==> src/rtl/cfg_ldr_pkg.sv <==
package cfg_ldr_pkg;

    typedef enum logic [1:0] {
        TW_START,
        TW_STOP,
        TW_WRITE,
        TW_READ
    } tw_cmd_e;

    typedef enum logic [2:0] {
        SQ_START1,
        SQ_DEVW,
        SQ_WADDR,
        SQ_START2,
        SQ_DEVR,
        SQ_DATA,
        SQ_STOP,
        SQ_FIN
    } seq_st_e;

endpackage

==> src/rtl/tw_phy.sv <==
module tw_phy
    import cfg_ldr_pkg::*;
#(
    parameter int DIV = 4
) (
    input  logic       clk,
    input  logic       rst_n,
    input  logic       cmd_valid,
    input  tw_cmd_e    cmd,
    input  logic [7:0] wdata,
    input  logic       last,
    output logic       done,
    output logic       ack_ok,
    output logic [7:0] rdata,
    output logic       scl_o,
    output logic       sda_oe,
    input  logic       sda_i
);
    localparam int DW = (DIV > 1) ? $clog2(DIV) : 1;

    typedef struct packed {
        logic          busy;
        tw_cmd_e       cmd;
        logic          last;
        logic [DW-1:0] div;
        logic [1:0]    qt;
        logic [3:0]    bitn;
        logic [7:0]    sh;
        logic          scl;
        logic          sda_oe;
        logic          ack;
        logic          done;
    } phy_s;

    phy_s       q, d;
    logic       enter;
    logic [1:0] nq;

    // Each bit is four quarters of DIV clocks:
    // quarters 0 and 1 with SCL low, quarters 2 and 3 with SCL high.
    // SDA moves on entering quarter 1 (SCL already low) or quarter 3 (START/STOP only).
    always_comb begin
        d      = q;
        d.done = 1'b0;
        enter  = 1'b0;
        nq     = q.qt;
        if (!q.busy) begin
            if (cmd_valid) begin
                d.busy = 1'b1;
                d.cmd  = cmd;
                d.sh   = wdata;
                d.last = last;
                d.div  = '0;
                d.qt   = 2'd0;
                d.bitn = 4'd0;
                d.ack  = 1'b0;
                enter  = 1'b1;
                nq     = 2'd0;
            end
        end else if (q.div != DW'(DIV - 1)) begin
            d.div = q.div + 1'b1;
        end else begin
            d.div = '0;
            if (q.qt != 2'd3) begin
                d.qt  = q.qt + 2'd1;
                enter = 1'b1;
                nq    = q.qt + 2'd1;
            end else if (q.cmd == TW_START || q.cmd == TW_STOP || q.bitn == 4'd8) begin
                d.busy = 1'b0;
                d.done = 1'b1;
            end else begin
                d.qt   = 2'd0;
                d.bitn = q.bitn + 4'd1;
                if (q.cmd == TW_WRITE) begin
                    d.sh = {q.sh[6:0], 1'b0};
                end
                enter = 1'b1;
                nq    = 2'd0;
            end
        end

        if (enter) begin
            case (nq)
                2'd0: d.scl = 1'b0;
                2'd1: begin
                    case (d.cmd)
                        TW_START: d.sda_oe = 1'b0;
                        TW_STOP:  d.sda_oe = 1'b1;
                        TW_WRITE: d.sda_oe = (d.bitn == 4'd8) ? 1'b0 : ~d.sh[7];
                        default:  d.sda_oe = (d.bitn == 4'd8) ? ~d.last : 1'b0;
                    endcase
                end
                2'd2: d.scl = 1'b1;
                default: begin
                    case (d.cmd)
                        TW_START: d.sda_oe = 1'b1;
                        TW_STOP:  d.sda_oe = 1'b0;
                        TW_WRITE: begin
                            if (d.bitn == 4'd8) d.ack = ~sda_i;
                        end
                        default: begin
                            if (d.bitn != 4'd8) d.sh = {d.sh[6:0], sda_i};
                        end
                    endcase
                end
            endcase
        end
    end

    always_ff @(posedge clk or negedge rst_n) begin
        if (!rst_n) begin
            q     <= '0;
            q.scl <= 1'b1;
        end else begin
            q <= d;
        end
    end

    assign done   = q.done;
    assign ack_ok = q.ack;
    assign rdata  = q.sh;
    assign scl_o  = q.scl;
    assign sda_oe = q.sda_oe;

    AST_SDA_STILL_WHILE_HIGH: assert property (@(posedge clk) disable iff (!rst_n)
        (q.scl && $past(q.scl) && !$stable(q.sda_oe)) |-> (q.cmd == TW_START || q.cmd == TW_STOP));
    AST_NO_JOINT_EDGE: assert property (@(posedge clk) disable iff (!rst_n)
        !$stable(q.scl) |-> $stable(q.sda_oe));
    AST_ACK_SLOT_RELEASED: assert property (@(posedge clk) disable iff (!rst_n)
        (q.busy && q.cmd == TW_WRITE && q.bitn == 4'd8 && q.qt != 2'd0) |-> !q.sda_oe);

endmodule

==> src/rtl/ld_regs.sv <==
module ld_regs #(
    parameter int                     CFG_BYTES   = 8,
    parameter int                     ADR_BYTES   = 8,
    parameter logic [8*CFG_BYTES-1:0] CFG_DEFAULT = '0,
    parameter int                     TOTAL       = CFG_BYTES + 1 + ADR_BYTES,
    parameter int                     IW          = $clog2(TOTAL)
) (
    input  logic                         clk,
    input  logic                         rst_n,
    input  logic                         we,
    input  logic [IW-1:0]                widx,
    input  logic [7:0]                   wdata,
    input  logic                         gate_open,
    input  logic [$clog2(ADR_BYTES)-1:0] lb_sel,
    output logic [8*CFG_BYTES-1:0]       cfg_o,
    output logic [7:0]                   lb_rdata,
    output logic                         sum_ok
);
    typedef struct packed {
        logic [CFG_BYTES-1:0][7:0] cfg;
        logic [ADR_BYTES-1:0][7:0] adr;
        logic [7:0]                sum;
    } reg_s;

    reg_s q, d;

    always_comb begin
        d = q;
        for (int i = 0; i < CFG_BYTES; i++) begin
            if (we && widx == IW'(i)) d.cfg[i] = wdata;
        end
        for (int i = 0; i < ADR_BYTES; i++) begin
            if (we && widx == IW'(CFG_BYTES + 1 + i)) d.adr[i] = wdata;
        end
        // running sum covers configuration bytes and their checksum only
        if (we && widx <= IW'(CFG_BYTES)) d.sum = q.sum + wdata;
    end

    always_ff @(posedge clk or negedge rst_n) begin
        if (!rst_n) begin
            q     <= '0;
            q.cfg <= CFG_DEFAULT;
        end else begin
            q <= d;
        end
    end

    assign cfg_o    = gate_open ? q.cfg : CFG_DEFAULT;
    assign lb_rdata = gate_open ? q.adr[lb_sel] : 8'h00;
    assign sum_ok   = (q.sum == 8'h00);

    AST_WIDX_IN_REGION: assert property (@(posedge clk) disable iff (!rst_n)
        we |-> (widx < IW'(TOTAL)));
    AST_CFG_FROZEN_AFTER_OPEN: assert property (@(posedge clk) disable iff (!rst_n)
        ($past(gate_open) && gate_open) |-> $stable(cfg_o));

endmodule

==> src/rtl/eeprom_cfg_loader.sv <==
module eeprom_cfg_loader
    import cfg_ldr_pkg::*;
#(
    parameter int                     DIV         = 4,
    parameter logic [6:0]             DEV_ADDR    = 7'h50,
    parameter int                     CFG_BYTES   = 8,
    parameter int                     ADR_BYTES   = 8,
    parameter logic [8*CFG_BYTES-1:0] CFG_DEFAULT = '0
) (
    input  logic                         clk,
    input  logic                         rst_n,
    output logic                         scl_o,
    output logic                         sda_oe,
    input  logic                         sda_i,
    input  logic [$clog2(ADR_BYTES)-1:0] lb_sel,
    output logic [7:0]                   lb_rdata,
    output logic [8*CFG_BYTES-1:0]       cfg_o,
    output logic                         cksum_err,
    output logic                         no_eeprom,
    output logic                         done
);
    localparam int         TOTAL     = CFG_BYTES + 1 + ADR_BYTES;
    localparam int         IW        = $clog2(TOTAL);
    localparam logic [7:0] START_OFS = 8'h00;

    typedef struct packed {
        seq_st_e       st;
        logic [IW-1:0] idx;
        logic          wait_r;
        logic          abort;
        logic          done;
        logic          noe;
        logic          cke;
    } seq_s;

    seq_s       q, d;
    logic       cmd_valid;
    tw_cmd_e    cmd;
    logic [7:0] cmd_wdata;
    logic       cmd_last;
    logic       phy_done;
    logic       phy_ack;
    logic [7:0] phy_rdata;
    logic       st_we;
    logic       sum_ok;

    always_comb begin
        d         = q;
        cmd       = TW_STOP;
        cmd_wdata = 8'h00;
        cmd_last  = 1'b0;
        case (q.st)
            SQ_START1, SQ_START2: cmd = TW_START;
            SQ_DEVW: begin
                cmd       = TW_WRITE;
                cmd_wdata = {DEV_ADDR, 1'b0};
            end
            SQ_WADDR: begin
                cmd       = TW_WRITE;
                cmd_wdata = START_OFS;
            end
            SQ_DEVR: begin
                cmd       = TW_WRITE;
                cmd_wdata = {DEV_ADDR, 1'b1};
            end
            SQ_DATA: begin
                cmd      = TW_READ;
                cmd_last = (q.idx == IW'(TOTAL - 1));
            end
            default: cmd = TW_STOP;
        endcase

        cmd_valid = !q.wait_r && (q.st != SQ_FIN);
        st_we     = phy_done && (q.st == SQ_DATA);
        if (cmd_valid) d.wait_r = 1'b1;

        if (phy_done) begin
            d.wait_r = 1'b0;
            case (q.st)
                SQ_START1: d.st = SQ_DEVW;
                SQ_START2: d.st = SQ_DEVR;
                SQ_DEVW, SQ_WADDR, SQ_DEVR: begin
                    if (!phy_ack) begin
                        d.abort = 1'b1;
                        d.st    = SQ_STOP;
                    end else if (q.st == SQ_DEVW) begin
                        d.st = SQ_WADDR;
                    end else if (q.st == SQ_WADDR) begin
                        d.st = SQ_START2;
                    end else begin
                        d.st = SQ_DATA;
                    end
                end
                SQ_DATA: begin
                    if (q.idx == IW'(TOTAL - 1)) d.st = SQ_STOP;
                    else d.idx = q.idx + 1'b1;
                end
                SQ_STOP: d.st = SQ_FIN;
                default: d.st = SQ_FIN;
            endcase
        end

        if (q.st == SQ_FIN && !q.done) begin
            d.done = 1'b1;
            if (q.abort) begin
                d.noe = 1'b1;
            end else if (!sum_ok) begin
                d.noe = 1'b1;
                d.cke = 1'b1;
            end
        end
    end

    always_ff @(posedge clk or negedge rst_n) begin
        if (!rst_n) q <= '0;
        else        q <= d;
    end

    tw_phy #(.DIV(DIV)) u_phy (
        .clk       (clk),
        .rst_n     (rst_n),
        .cmd_valid (cmd_valid),
        .cmd       (cmd),
        .wdata     (cmd_wdata),
        .last      (cmd_last),
        .done      (phy_done),
        .ack_ok    (phy_ack),
        .rdata     (phy_rdata),
        .scl_o     (scl_o),
        .sda_oe    (sda_oe),
        .sda_i     (sda_i)
    );

    ld_regs #(
        .CFG_BYTES   (CFG_BYTES),
        .ADR_BYTES   (ADR_BYTES),
        .CFG_DEFAULT (CFG_DEFAULT),
        .TOTAL       (TOTAL),
        .IW          (IW)
    ) u_regs (
        .clk       (clk),
        .rst_n     (rst_n),
        .we        (st_we),
        .widx      (q.idx),
        .wdata     (phy_rdata),
        .gate_open (q.done),
        .lb_sel    (lb_sel),
        .cfg_o     (cfg_o),
        .lb_rdata  (lb_rdata),
        .sum_ok    (sum_ok)
    );

    assign done      = q.done;
    assign no_eeprom = q.noe;
    assign cksum_err = q.cke;

    AST_CKERR_NEEDS_NOEEP: assert property (@(posedge clk) disable iff (!rst_n)
        q.cke |-> q.noe);
    AST_DONE_STICKY: assert property (@(posedge clk) disable iff (!rst_n)
        $past(q.done) |-> q.done);
    AST_FLAG_ONLY_WHEN_DONE: assert property (@(posedge clk) disable iff (!rst_n)
        q.noe |-> q.done);
    AST_NO_DATA_AFTER_ABORT: assert property (@(posedge clk) disable iff (!rst_n)
        q.abort |-> !st_we);

endmodule

==> config.mk <==
export PLATFORM = sky130hd
export DESIGN_NAME = eeprom_cfg_loader
export DESIGN_NICKNAME = d
export VERILOG_FILES = /design/src/rtl/cfg_ldr_pkg.sv /design/src/rtl/tw_phy.sv /design/src/rtl/ld_regs.sv /design/src/rtl/eeprom_cfg_loader.sv
export SDC_FILE = /design/constraint.sdc
export NUM_CORES = 1
export LEC_CHECK = 0
export CORE_ASPECT_RATIO = 1.2
export CORE_MARGIN = 3
export CORE_UTILIZATION = 55
export CTS_CLUSTER_DIAMETER = 50
export DETAILED_ROUTE_END_ITERATION = 12
export MAX_ROUTING_LAYER = met4
export PLACE_DENSITY = 0.77
export SLEW_MARGIN = 40
export SYNTH_ARGS = -nofsm -noshare
export SYNTH_HDL_FRONTEND = slang
export SYNTH_SLANG_ARGS = --single-unit
==> constraint.sdc <==
create_clock -name clk -period 4 [get_ports clk]
set_clock_uncertainty 0.05 [all_clocks]
set_input_delay 0.8 -clock clk [delete_from_list [all_inputs] [get_ports clk]]
set_output_delay 0.8 -clock clk [all_outputs]
set_load 0.05 [all_outputs]
=== Word-level counts from Yosys, hierarchy flattened ===
Index checks and enable logic that the tools add are counted.

* Register bits: 173
* Bits of input ports: 6
* Output and inout port bits: 77
* Logic and storage cells: 192

* Add/sub/neg operators: 5
* Magnitude comparators: 2
* Eq/ne operators: 37
* Muxes and demuxes: 58
* Bitwise operators: 8
* Reductions and logical operators: 47

{| class="wikitable"
|+ Operators with widths
! cell !! number
|-
| $mux 64 || 1
|-
| $mux 8 || 6
|-
| $eq 5x4->1 const B || 7
|-
| $mux 14 || 2
|-
| $bmux 8 s3 || 1
|-
| $mux 1 || 23
|-
| $eq 5x3->1 const B || 4
|-
| $logic_and 1x1->1 || 20
|-
| $mux 20 || 1
|-
| $mux 2 || 9
|-
| $mux 16 || 1
|-
| $pmux 8 s2 || 1
|-
| $mux 3 || 5
|-
| $reduce_and 3->1 || 5
|-
| $mux 12 || 1
|-
| $pmux 3 s4 || 1
|-
| $mux 11 || 1
|-
| $eq 5x2->1 const B || 2
|-
| $eq 3x3->1 const B || 3
|-
| $reduce_or 3->1 || 3
|-
| $add 8x8->8 || 1
|-
| $eq 4x4->1 const B || 2
|-
| $logic_not 8->1 || 1
|-
| $ne 2x2->1 const B || 4
|-
| other kinds (27) || 52
|}

=== Longest topological paths before layout ===
* Depth after elaboration: 12
* Gate-level depth with buffers: 10
* Gate-level depth less buffers: 9

=== By module ===
From an unflattened synthesis, not the netlist that was laid out.

* Cells, all modules: 693
* Area total of the unflattened synthesis: 8585.7 um^2

{| class="wikitable"
|+ By module, submodules not included
! module !! times used !! cells each !! area each (um^2)
|-
| ld_regs || 1 || 477 || 6413.7
|-
| tw_phy || 1 || 146 || 1448.9
|-
| eeprom_cfg_loader || 1 || 70 || 723.2
|}

=== Least setup slack after synthesis ===
No wires, ideal clock.

* Path type: input port to output port
* Start point: input lb_sel[0]
* End point: output lb_rdata[5]
* Arrival time: 2.550 ns
* Data required time: 3.150 ns
* Path slack: 0.600 ns
* Stages on the path: 5
* Path buffers: 2
* Path through: clkbuf_1 buf_2 mux4_2 mux2i_1 nor2b_1

* Word-level cells in the longest chain between the ends: 3

{| class="wikitable"
|+ Ends and longest elaborated chain
! item !! line !! RTL
|-
| from (decl) || eeprom_cfg_loader.sv:15 || <nowiki>input logic [$clog2(ADR_BYTES)-1:0] lb_sel,</nowiki>
|-
| $bmux 8 s3 || ld_regs.sv:49 || <nowiki>assign lb_rdata = gate_open ? q.adr[lb_sel] : 8'h00;</nowiki>
|-
| $mux 8 (implied by the code) || ld_regs.sv:49 ||
|-
| $mux 8 || ld_regs.sv:49 ||
|-
| to (decl) || eeprom_cfg_loader.sv:16 || <nowiki>output logic [7:0] lb_rdata,</nowiki>
|}

No other way between the ends. The select of a mux whose other input is x is not followed.

=== Worst setup path in the final report ===
* Start point: input lb_sel[0]
* End point: output lb_rdata[1]

The elaborated chain is that of the path after synthesis.

==> results.txt <==
----------------------------------------------------
[Logic synthesis]
  Synth Area per Inst ... approximately 12 um2
  Seq/Total Area, Yosys ... 0.509
  Post-synthesis cell type count ... between 60 and 70
  Synthesized area ... 0.00852 mm2
  Warning count from the yosys run ... 0
  Nets in the synthesized netlist ... 754
  Library cell with the highest instance count after synthesis ... dfrtp_1
  Ranking of synthesized cells by instance count ... dfrtp_1, mux2_2, nand2_1, and2_1, o21ai_0
  Gate count of the mapped netlist ... 731
  Number of enable flip-flop cells after synthesis ... 0
  Largest cells by area after synthesis ... dfrtp_1, mux2_2, and2_1, mux4_2, nand2_1
  Count of state elements after synthesis ... 173
  Async S/R FF share, synth ... 1.00
  Post-synth top flop ... dfrtp_1
  Portion of synthesized cell area occupied by the leading cell type ... 0.505
  Largest area contributor in the netlist ... dfrtp_1

[Final layout]
  Diode count ... 0
  Ratio of cells with drive above 1 in the final layout ... 0.210
  Layout area overhead ... 17.5%
  # fillers ... between 1000 and 1500
  Final net count ... 810
  Final design instance area without fill ... 0.0100 mm2

[STA]
  Actual transition at the worst max-transition pin ... 872 ps
  Achievable Freq ... just under 300 MHz
  Total setup violations reported at the end of the flow ... 0
  Min Tclk post-route ... 3400 ps
  Max-slew violation count ... 0
  Sum of negative setup slack ... 0 ps
  Relative slew margins ... 0.419
  Share of the clock period used by the worst path ... 0.851
  RSZ-0062 raised after global routing ... no
  Final hold violation count ... 0

[Detailed routing]
  DRC marker count from the first detailed-route iteration ... 366
  Remaining antenna violation count ... 0
  Vias/cell ... 5.70
  Aggregate routed wire length ... 18900 um
  Length of the first detailed-routing pass in iterations ... 4
  Overall via count from detail_route ... 5726
  Per-cell routed wire length ... 18.8 um
  Remaining routing DRC violations ... 0

[GRT]
  Overall track demand over capacity in global routing ... 0.240
  First-pass GRT wire length ... 31200 um
  Maximum number of pins on one net before global-route repair ... 75
  Vias in the first global route ... 6114
  Antenna violations before repair ... 0
  Global-route congestion overflow total ... 0

[CTS]
  Clock Path Buffers ... 2
  Root buffer cell ... clkbuf_16
  Hold buffer count at cts ... 0
  TritonCTS clock tree ... yes
  CTS H-tree lvls ... 4
  Clock Sink Count ... about 170
  Number of setup buffers added after CTS ... 0
  TritonCTS Buffers ... 17
  Later-pin clock latency in the skew report ... 430 ps
  Post-CTS resize count ... 0
  Clk slew on worst S/H paths ... 60 ps

[Critical path]
  Arrival time at the worst endpoint ... between 2000 and 3000 ps
  Data required, critical path ... 3150 ps
  Critical setup path kind ... primary input to output pin
  CP Launch Type ... primary input
  Crit path capture type ... output pin
  Largest fanout on the critical path ... 16

[Pwr]
  Leakage Power ... 4.70 nW
  PwrDens ... 348 mW/mm2
  Largest voltage drop on the vdd net ... 0.269 mV

[Placement]
  Detail Placement HPWL ... 12800 um
  Instance area at placement ... 0.00941 mm2
  Port Buf Inserts ... a little over 80
  Global placement routability congestion ... slightly above 0.9

[Die]
  Full die area ... roughly 0.017 mm2
  Floorplan die width ... 120 um
  Standard-cell rows ... 49
  Number of top-level pins ... 83
  Die Y-Extent ... 142 um
  Initial Utilization ... 0.565
  Core Region ... roughly 0.015 mm2

[Run]
  Max capacitance violation total ... 0

[Worst hold path]
  Type of the most critical hold path ... primary input to asynchronous set/reset pin

[Status]
  Run status ... completed

----------------------------------------------------
==> power by group <==
part | internal [W] | switching (W) | leakage [nW]
sequential | 0.00175 | 0 | 2.36
clock | 0.00103 | 0.000639 | 0.289
combinational | 0.0000157 | 0.0000439 | 2.05
==> sequential cells by signal, summed over array words and instances (netlist names), 8 cells and up <==
name         cells
u_phy.rdata      8
u_regs.q       136
q               10
u_phy.q         12
==> layout by cell type, fill, tap and decap left out, drive strengths merged, types with 15 or more instances in the layout <==
cell type      synthesis  final
dfrtp                172    172
and2                  70     70
inv                   19     19
o21ai                 49     49
mux2                 106    106
clkdlybuf4s50          0     73
nor2                  17     17
mux4                  16     16
ha                    16     16
nand2                 78     78
clkbuf                24     26
buf                   27     15
==> worst paths after layout <==
kind	from	to	slack [ps]	cells after the start
max reg2reg	q[12]	u_regs.q[18]	1260	5
max in group asynchronous	rst_n	u_regs.q[10]	2690	2
max	lb_sel[0]	lb_rdata[1]	600	6
min	rst_n	u_phy.q[18]	330	1
min reg2reg	u_regs.q[121]	u_regs.q[121]	430	2
min in group clk	u_regs.q[121]	u_regs.q[121]	430	2
==> per-layer routing <==
metal,share of wire,global-route usage,wire (um),vias to the layer above
li1,-,-,-,2645
met3,0.043,0.0457,818,38
met5,0,-,0,-
met2,0.53,0.412,9970,121
met1,0.40,0.282,7650,2922
met4,0.024,0.0887,452,0
==> logic make-up after synthesis <==
group | Yosys count | synth area share
and+or+nand+nor | 229 | 0.146
DFF | 173 | 0.509
muxes | 136 | 0.200
AOI/OAI and AO/OA | 97 | 0.0736
buffers and inverters | 70 | 0.0363
adders and majority gates | 18 | 0.0270
xor gates and xnor gates | 8 | 0.00823
==> through the flow <==
stage | hold slack, ps | power [W] | cells | worst slack, ps | utilization
floorplan | 385 | 0.00180 | 731 | 600 | -
global placement | 402 | 0.00184 | 972 | 579 | 0.624
detailed placement | 413 | 0.00184 | 972 | 566 | 0.624
CTS | 370 | 0.00351 | 1004 | 555 | 0.663
global route | 394 | 0.00359 | 1004 | 465 | 0.663
finish | 331 | 0.00348 | 1004 | 595 | 0.663
==> critical path: stages <==
cell and delay (ps):
clkdlybuf4s50_1 460, buf_4 300, mux4_2 540, mux2i_1 180
nor2b_1 70, buf_4 190
==> cell type report <==
cell class | instances | area (um2) | share of cell area
Sequential cell | 173 | 4330 | 0.433
Multi-Input combinational cell | 488 | 3880 | 0.388
Tap cell | 204 | 255 | 0.0255
Clock inverter | 6 | 108 | 0.0108
Clock buffer | 26 | 489 | 0.0489
Inverter | 19 | 71.3 | 0.00713
Timing Repair Buffer | 88 | 872 | 0.0872
(Power assumes the default switching activity.)
